$ cat src/rtl/sysctl_pkg.sv
package sysctl_pkg;
  localparam int unsigned DW = 32;
  localparam int unsigned AW = 8;

  localparam logic [AW-1:0] A_ID     = 8'd0;
  localparam logic [AW-1:0] A_PROC   = 8'd1;
  localparam logic [AW-1:0] A_OSC    = 8'd2;
  localparam logic [AW-1:0] A_CTRL   = 8'd3;
  localparam logic [AW-1:0] A_STAT   = 8'd4;
  localparam logic [AW-1:0] A_LOCK   = 8'd5;
  localparam logic [AW-1:0] A_AUX    = 8'd7;
  localparam logic [AW-1:0] A_SDRAM  = 8'd8;
  localparam logic [AW-1:0] A_INIT   = 8'd9;
  localparam logic [AW-1:0] A_REFCNT = 8'd10;
  localparam logic [AW-1:0] A_FLG_S  = 8'd12;
  localparam logic [AW-1:0] A_FLG_C  = 8'd13;
  localparam logic [AW-1:0] A_NVF_S  = 8'd14;
  localparam logic [AW-1:0] A_NVF_C  = 8'd15;

  localparam logic [DW-1:0] ID_VAL    = 32'h411A_3001;
  localparam logic [DW-1:0] STAT_VAL  = 32'h0010_0000;
  localparam logic [15:0]   UNLOCK    = 16'hA05F;
  localparam logic [DW-1:0] OSC_RST   = 32'h0100_0048;
  localparam logic [DW-1:0] AUX_RST   = 32'h0007_FEFF;
  localparam logic [DW-1:0] SDRAM_RST = 32'h0001_1122;
  localparam logic [DW-1:0] INIT_RST  = 32'h0000_0112;

  localparam int unsigned CTRL_LED = 0;
  localparam int unsigned CTRL_MAP = 2;
  localparam int unsigned CTRL_RST = 3;

  function automatic logic [DW-1:0] size_code(int mb);
    if (mb >= 256)     return 32'h10;
    else if (mb >= 128) return 32'h0C;
    else if (mb >= 64)  return 32'h08;
    else if (mb >= 32)  return 32'h04;
    else                return 32'h00;
  endfunction
endpackage

$ cat src/rtl/sysctl_refcnt.sv
module sysctl_refcnt #(
  parameter int unsigned SYS_HZ = 100_000_000,
  parameter int unsigned REF_HZ = 24_000_000,
  parameter int unsigned CNT_W  = 32
) (
  input  logic             clk_i,
  input  logic             rst_ni,
  output logic [CNT_W-1:0] cnt_o
);
  localparam int unsigned ACC_W = $clog2(SYS_HZ + REF_HZ) + 1;

  generate
    if (REF_HZ >= SYS_HZ) begin : g_direct
      always_ff @(posedge clk_i or negedge rst_ni)
        if (!rst_ni) cnt_o <= '0;
        else         cnt_o <= cnt_o + 1'b1;
    end else begin : g_frac
      localparam logic [ACC_W-1:0] STEP = ACC_W'(REF_HZ);
      localparam logic [ACC_W-1:0] WRAP = ACC_W'(SYS_HZ);
      logic [ACC_W-1:0] acc_q, acc_sum;
      assign acc_sum = acc_q + STEP;
      always_ff @(posedge clk_i or negedge rst_ni)
        if (!rst_ni) begin
          acc_q <= '0;
          cnt_o <= '0;
        end else if (acc_sum >= WRAP) begin
          acc_q <= acc_sum - WRAP;
          cnt_o <= cnt_o + 1'b1;
        end else begin
          acc_q <= acc_sum;
        end
    end
  endgenerate
endmodule

$ cat src/rtl/sysctl_desc_rom.sv
module sysctl_desc_rom #(
  parameter int unsigned MEM_MB = 128,
  parameter int unsigned DEPTH  = 32
) (
  input  logic [$clog2(DEPTH)-1:0] idx_i,
  output logic [7:0]               byte_o
);
  localparam logic [7:0] DENSITY = (MEM_MB >= 256) ? 8'd64 :
                                   (MEM_MB >= 128) ? 8'd32 :
                                   (MEM_MB >= 64)  ? 8'd16 :
                                   (MEM_MB >= 32)  ? 8'd4  : 8'd2;

  always_comb begin
    case (int'(idx_i))
      0:  byte_o = 8'h80;
      1:  byte_o = 8'h08;
      2:  byte_o = 8'h04;
      3:  byte_o = 8'h0B;
      4:  byte_o = 8'h09;
      5:  byte_o = 8'h01;
      6:  byte_o = 8'h40;
      8:  byte_o = 8'h02;
      9:  byte_o = 8'hA0;
      10: byte_o = 8'hA0;
      13: byte_o = 8'h08;
      15: byte_o = 8'h01;
      16: byte_o = 8'h0E;
      17: byte_o = 8'h04;
      18: byte_o = 8'h1C;
      19: byte_o = 8'h01;
      20: byte_o = 8'h02;
      21: byte_o = 8'h20;
      22: byte_o = 8'hC0;
      27: byte_o = 8'h30;
      28: byte_o = 8'h28;
      29: byte_o = 8'h30;
      30: byte_o = 8'h28;
      31: byte_o = DENSITY;
      default: byte_o = 8'h00;
    endcase
  end
endmodule

$ cat src/rtl/sysctl_regbank.sv
module sysctl_regbank
  import sysctl_pkg::*;
#(
  parameter int unsigned MEM_MB     = 128,
  parameter int unsigned SYS_CLK_HZ = 100_000_000,
  parameter int unsigned REF_HZ     = 24_000_000,
  parameter int unsigned DESC_DEPTH = 32
) (
  input  logic          clk_i,
  input  logic          rst_ni,
  input  logic          wr_i,
  input  logic          rd_i,
  input  logic [AW-1:0] addr_i,
  input  logic [DW-1:0] wdata_i,
  output logic [DW-1:0] rdata_o,
  output logic          bad_addr_o,
  output logic          reset_req_o,
  output logic          boot_zero_o,
  output logic          led_o
);
  localparam int unsigned IDX_W = $clog2(DESC_DEPTH);

  logic [DW-1:0] osc_q, aux_q, sdram_q, init_q, flags_q, nvflags_q;
  logic [15:0]   lock_q;
  logic          led_q, map_q;
  logic [DW-1:0] refcnt;
  logic [7:0]    desc_byte;
  logic          unlocked, win_hit, volt_hit;
  logic [DW-1:0] rd_val;
  logic          rd_ok, wr_ok;

  sysctl_refcnt #(.SYS_HZ(SYS_CLK_HZ), .REF_HZ(REF_HZ), .CNT_W(DW)) i_refcnt (
    .clk_i, .rst_ni, .cnt_o(refcnt)
  );

  sysctl_desc_rom #(.MEM_MB(MEM_MB), .DEPTH(DESC_DEPTH)) i_rom (
    .idx_i(addr_i[IDX_W-1:0]), .byte_o(desc_byte)
  );

  assign unlocked = (lock_q == UNLOCK);
  assign win_hit  = (addr_i[7:6] == 2'b01);
  assign volt_hit = (addr_i[7:2] == 6'b001000);

  always_comb begin
    rd_val = '0;
    rd_ok  = 1'b1;
    if (win_hit) begin
      if (!addr_i[5]) rd_val = {24'd0, desc_byte};
    end else if (!volt_hit) begin
      case (addr_i)
        A_ID:     rd_val = ID_VAL;
        A_PROC:   rd_val = '0;
        A_OSC:    rd_val = osc_q;
        A_CTRL:   rd_val = DW'({map_q, 1'b0, led_q});
        A_STAT:   rd_val = STAT_VAL;
        A_LOCK:   rd_val = {15'd0, unlocked, lock_q};
        A_AUX:    rd_val = aux_q;
        A_SDRAM:  rd_val = sdram_q;
        A_INIT:   rd_val = init_q;
        A_REFCNT: rd_val = refcnt;
        A_FLG_S:  rd_val = flags_q;
        A_NVF_S:  rd_val = nvflags_q;
        default:  rd_ok  = 1'b0;
      endcase
    end
  end

  always_comb begin
    case (addr_i)
      A_OSC, A_CTRL, A_LOCK, A_AUX, A_SDRAM, A_INIT,
      A_FLG_S, A_FLG_C, A_NVF_S, A_NVF_C: wr_ok = 1'b1;
      default:                            wr_ok = volt_hit;
    endcase
  end

  always_ff @(posedge clk_i or negedge rst_ni) begin
    if (!rst_ni) begin
      osc_q       <= OSC_RST;
      aux_q       <= AUX_RST;
      sdram_q     <= SDRAM_RST | size_code(MEM_MB);
      init_q      <= INIT_RST;
      flags_q     <= '0;
      nvflags_q   <= '0;
      lock_q      <= '0;
      led_q       <= 1'b0;
      map_q       <= 1'b0;
      reset_req_o <= 1'b0;
      bad_addr_o  <= 1'b0;
      rdata_o     <= '0;
    end else begin
      reset_req_o <= wr_i && (addr_i == A_CTRL) && wdata_i[CTRL_RST];
      bad_addr_o  <= (wr_i && !wr_ok) || (rd_i && !rd_ok);
      if (rd_i) rdata_o <= rd_val;
      if (wr_i) begin
        case (addr_i)
          A_OSC:   if (unlocked) osc_q <= wdata_i;
          A_AUX:   if (unlocked) aux_q <= wdata_i;
          A_CTRL: begin
            led_q <= wdata_i[CTRL_LED];
            map_q <= wdata_i[CTRL_MAP];
          end
          A_LOCK:  lock_q    <= wdata_i[15:0];
          A_SDRAM: sdram_q   <= wdata_i;
          A_INIT:  init_q    <= wdata_i;
          A_FLG_S: flags_q   <= flags_q | wdata_i;
          A_FLG_C: flags_q   <= flags_q & ~wdata_i;
          A_NVF_S: nvflags_q <= nvflags_q | wdata_i;
          A_NVF_C: nvflags_q <= nvflags_q & ~wdata_i;
          default: ;
        endcase
      end
    end
  end

  assign boot_zero_o = ~map_q;
  assign led_o       = led_q;
endmodule

$ cat config.mk
export PLATFORM = sky130hd
export DESIGN_NAME = sysctl_regbank
export DESIGN_NICKNAME = d
export VERILOG_FILES = /design/src/rtl/sysctl_pkg.sv /design/src/rtl/sysctl_refcnt.sv /design/src/rtl/sysctl_desc_rom.sv /design/src/rtl/sysctl_regbank.sv
export SDC_FILE = /design/constraint.sdc
export NUM_CORES = 1
export LEC_CHECK = 0
export CAP_MARGIN = 15
export CORE_ASPECT_RATIO = 0.6
export CORE_MARGIN = 4
export CORE_UTILIZATION = 40
export DETAILED_ROUTE_END_ITERATION = 6
export MAX_ROUTING_LAYER = met4
export SLEW_MARGIN = 20
export SYNTH_ARGS = -nofsm -noshare
export SYNTH_HDL_FRONTEND = slang
export SYNTH_SLANG_ARGS = --single-unit
$ cat constraint.sdc
create_clock -name clk_i -period 3.7 [get_ports clk_i]
set_input_delay 0.555 -clock clk_i [delete_from_list [all_inputs] [get_ports clk_i]]
set_output_delay 0.555 -clock clk_i [all_outputs]
set_load 0.01 [all_outputs]
After elaboration in Yosys (flattened, before gate mapping)
Memory sizes are Yosys's and may differ from the RTL's.
Cells that the tools add are included.

storage, ports and cells
  flip-flop bits (word level) = 304
  bits in read-only memories = 256
  input bits = 44
  word-level logic and storage cells = 72
  memories = 1

operators by class
  $add $sub $neg = 3
  magnitude comparators = 1
  eq/ne operators = 16
  multiplexer cells = 11
  bitwise logic cells = 6
  reduce and logical (&&, ||, !) cells = 20

memories
  name              depth  width  read ports  clocked after Yosys merged registers in  wr ports  line                   text
  (name not given)  32     8      1           0                                        0         sysctl_desc_rom.sv:14  case (int'(idx_i))

operators with widths
  operator                  number
  $pmux W32 S11             1
  $pmux W32 S2              2
  $and A32 B32 Y32          2
  $mux W32                  2
  $or A32 B32 Y32           2
  $eq A8 B4 Y1 const B      7
  $add A32 B1 Y32 const B   1
  $not A32 Y32              1
  $add A28 B25 Y28 const B  1
  $ge A28 B27 Y1 const B    1
  $mux W28                  1
  $sub A28 B27 Y28 const B  1
  $eq A8 B3 Y1 const B      3
  $eq A16 B16 Y1 const B    1
  $eq A8 B2 Y1 const B      2
  $reduce_and A2 Y1         6
  $reduce_or A12 Y1         1
  $reduce_or A10 Y1         1
  $eq A8 B1 Y1 const B      1
  $logic_not A8 Y1          1
  $mux W8                   1
  $eq A6 B4 Y1 const B      1
  $reduce_and A3 Y1         2
  $logic_and A1 B1 Y1       4
  6 further kinds           11

Depth between registers and ports, before layout
  word-level depth = 8
  mapped depth = 12

Cells and area by module
A second synthesis with hierarchy kept.

unflattened totals
  cells, all modules = 1,347
  area, all modules = 15,204.6 um2

modules (own cells, without submodules)
  module           times used  cells each  area each (um2)  sequential area each (um2)
  sysctl_regbank   1           961         11,651.2         6,144.6
  sysctl_refcnt    1           345         3,246.9          1,301.2
  sysctl_desc_rom  1           41          306.5            0.0

Worst setup path before layout
Ideal clock, no wire load.

  path type = register -> register
  start point = register i_refcnt.g_frac.acc_q[9]
  end point = register i_refcnt.cnt_o[30]
  library setup time = 0.123 ns
  arrival time = 2.808 ns
  required time = 3.577 ns
  setup slack = 0.769 ns
  stages on the path, launching flop included = 13
  path buffers = 1
  clock period less this slack = 2.931 ns
  cells stage by stage = dfrtp_1 inv_1 ha_1 nand2b_1 or4_1 o21a_1 o21a_1 a211oi_2 o41ai_2 and3_1 buf_2 and3_1 xor2_1

between the ends
  longest elaborated chain between the ends = 2

ends and longest elaborated chain
  item                    line                 text
  start, declared         sysctl_refcnt.sv:20  logic [ACC_W-1:0] acc_q, acc_sum;
  start signal, assigned  sysctl_refcnt.sv:27  acc_q <= acc_sum - WRAP;
  start signal, assigned  sysctl_refcnt.sv:30  acc_q <= acc_sum;
  $add A28 B25 Y28        sysctl_refcnt.sv:21  assign acc_sum = acc_q + STEP;
  $ge A28 B27 Y1          sysctl_refcnt.sv:26  end else if (acc_sum >= WRAP) begin
  end signal, assigned    sysctl_refcnt.sv:28  cnt_o <= cnt_o + 1'b1;
  end, declared           sysctl_refcnt.sv:8   output logic [CNT_W-1:0] cnt_o

No other way between the ends.
A chain may end at the register's enable or synchronous reset.

Final worst setup path
  start point = register i_refcnt.g_frac.acc_q[9]
  end point = register i_refcnt.g_frac.acc_q[15]

between the ends
  longest elaborated chain between the ends = 3
  elaborated cells on any way between the ends = 4

ends and longest elaborated chain
  item                                                       line
  $add A28 B25 Y28 *                                         sysctl_refcnt.sv:21
  $sub A28 B27 Y28 / $ge A28 B27 Y1 (equally long branches)  sysctl_refcnt.sv:27, sysctl_refcnt.sv:26
  $mux W28 *                                                 sysctl_refcnt.sv:26

Every way passes the cells marked *; elsewhere a longest branch is shown, timed or not.

==> metrics.cfg <==
[clocking]
cts_made_buffers = 28
cts_tree = yes
clkSlewWorstSetupHoldPaths_ns = 0.06
cts.repair.resized = 0
htreeDepth = 1
clk_path_buf_depth = 3
clk_latency_ns = 0.57
cts.sinks = 296
clockRootBuffer = clkbuf_16

[synthesis]
synth_cells = 1245
synth.avg_cell_area_um2 = 11.3
synth_top_area_cell = dfrtp_1
synthFlopType = dfrtp_1
syn-num-nets = 1300
synth_edf_count = 0
synthTopCellsByArea = dfrtp_1 (47%), mux2_2 (11%), dfstp_2 (5.8%), a22oi_1 (3.8%), a31oi_1 (3.1%)
yosysWarnings = 0
ys_types = 82
yosys.cell_count.top_type = dfrtp_1
syn-cell-area_um2 = 14100
ys_seq_elements = 296
synth_top_cell_area_share_pct = 47.1
yosysSeqAreaShare_pct = 52.9
synth_common_cells = dfrtp_1 (265), mux2_2 (141), a21oi_1 (87)
async_flop_share_pct = 100

[global_routing]
grt_pass1_vias = 10700
track_usage_pct = 22.6
antenna_found_initial = 2
grt_pass1_wl_mm = 67.0
grt_max_degree = 118
grt_overflow_total = 0

[routing]
viasPerCell = 6.07
drt_iter0_drc = 1055
wl_met2_mm = 17.7
met3_length_mm = 3.53
dr.pass1.iters = 5
drc = 0
drt-met1-wl_mm = 21.2
drt-total-wl_mm = 43.0
wl_per_cell_um = 23.8
via_count = 10900
routed.top_layer = met4
drt.antenna.violating_nets = 0

[setup_path]
end_kind = register
worst_ep_required_time_ns = 4.14
start_kind = register
worstPathMaxFanout = 8
cp.arrival_ns = 3.86
critical_path_class = register to register

[flow_run]
max_cap_violations = 0

[sta]
max_slew_margin_pct = 48.2
tns_ns = 0
fin_crit_ns = 3.42
tightest_slew_ns = 0.770
holdWs_ns = 0.467
clock.fmax_ghz = 0.292
timing.final.crit_share_pct = 92.4
setup_viol = 0
skew_ns = 0.0147
rsz0062_at_grt = false
finalHoldViolations = 0
drv_slew = 0

[layout]
drive_above_1_share_pct = 24.1
area_delta_synth_final_pct = 18.1
final_util_pct = 48.6
n_fill_cell = 3113
nets = 1375

[floorplan]
dieArea_um2 = 38400
row_count = 52
die_w_um = 250
core_area_um2 = 34200
die_y_um = 153
io_pins = 80
start_util_pct = 41.2

[pwr]
p_leak_nw = 7.21
power_density_nw_per_um2 = 418
vdd_drop_max_uv = 312

[placement]
gp_congestion = 0.865
io_buffer_count = 79
hpwlAfterDp_mm = 28.1

[status]
status = complete, no violations

[hold_path]
hold_path.class = input port to register

[per-layer routing]
layer,up-vias,GRT usage (%)
li1,4812,-
met1,5647,35.7
met2,440,30.4
met3,47,4.30
met4,0,3.48
met5,-,-
[cell type report]
cell class	count	area, µm²	area share (%)
Inverter	39	146	0.880
Multi-Input combinational cell	816	6150	37.0
Timing Repair Buffer	139	1310	7.90
Tap cell	459	574	3.45
Clock inverter	15	191	1.15
Clock buffer	37	806	4.85
Sequential cell	296	7450	44.8
Antenna cell	2	5.00	0.0301
[where the power goes]
group          switching, mW  internal, mW  total, mW
Combinational          0.237         0.155      0.392
Clock                   1.33          1.82       3.15
Sequential            0.0646          3.35       3.42
Total                   1.63          5.33       6.96
[metrics by stage]
stage                     instances  power, mW  instance area [µm²]  setup WS [ns]
final                          1803       6.96                16600          0.281
after global routing           1803       7.20                16600         0.0218
after CTS                      1801       7.01                16600          0.293
after detailed placement       1748       3.87                15600          0.298
after global placement         1748       3.86                15600          0.398
after floorplan                1245       3.64                14100          0.769
[worst max-delay path, cell delays in order, from the launching register on]
cell,delay [ns]
dfrtp_1,0.48
inv_1,0.12
ha_1,0.17
and2b_1,0.25
o21ai_2,0.32
a31oi_1,0.23
o211a_1,0.25
a211oi_1,0.50
o41a_4,0.36
buf_4,0.18
nor2_1,0.07
a311oi_1,0.27
nand3_1,0.11
[cell families after synthesis]
logic type,after synthesis,synth area share [%]
xor gates and xnor gates,59,3.83
muxes,147,11.7
AOI/OAI and AO/OA,363,17.7
buffers and inverters,133,3.94
DFF,296,52.9
adders and majority gates,11,0.977
and+or+nand+nor,236,8.96
[placed cells by master (no fill, tap or decap), types with 4 or more instances in the layout]
master             n
nor2_1            40
nor2_2             7
nor3_1            13
nand2_1           52
clkbuf_8           5
o21ai_0           23
mux2i_1            6
nand2b_1           6
a21oi_1           87
xor2_1            19
bufinv_16          4
mux2_2           141
nand3_1           30
xnor2_1           37
a211oi_1           5
clkdlybuf4s50_1   76
a222oi_1          15
and4_1             7
clkinv_2           7
o31ai_1            4
nor4b_1            4
a31oi_1           70
inv_1             39
ha_1              11
nand4_1           10
buf_12             6
dfrtp_1          265
a221oi_1          12
a22oi_1           71
dfstp_2           31
nor2b_1            4
a22o_1            11
and3_1            29
o22ai_1           25
clkbuf_16         29
nand2_2            6
buf_4             53
[worst paths after layout]
| check | cells after the start | startpoint | slack, ns | endpoint |
|---|---|---|---|---|
| min | 2 | rd_i | 0.47 | rdata_o[3]$_DFFE_PN0P_ |
| max reg2reg | 12 | i_refcnt.g_frac.acc_q[9]$_DFF_PN0_ | 0.28 | i_refcnt.g_frac.acc_q[15]$_DFF_PN0_ |
| min reg2reg | 2 | sdram_q[3]$_DFFE_PN1P_ | 0.49 | sdram_q[3]$_DFFE_PN1P_ |
| max in group asynchronous | 3 | rst_ni | 2.15 | i_refcnt.g_frac.acc_q[8]$_DFFE_PN0P_ |
| max | 12 | i_refcnt.g_frac.acc_q[9]$_DFF_PN0_ | 0.28 | i_refcnt.g_frac.acc_q[15]$_DFF_PN0_ |
| min in group asynchronous | 2 | rst_ni | 0.52 | osc_q[12]$_DFFE_PN0P_ |
[repair_timing]
item / in CTS / in global routing
setup buffers: 0 / 0
hold buffers: 1 / 0
endpoints found under the hold margin: 44 / 0
(Power assumes the default switching activity.)
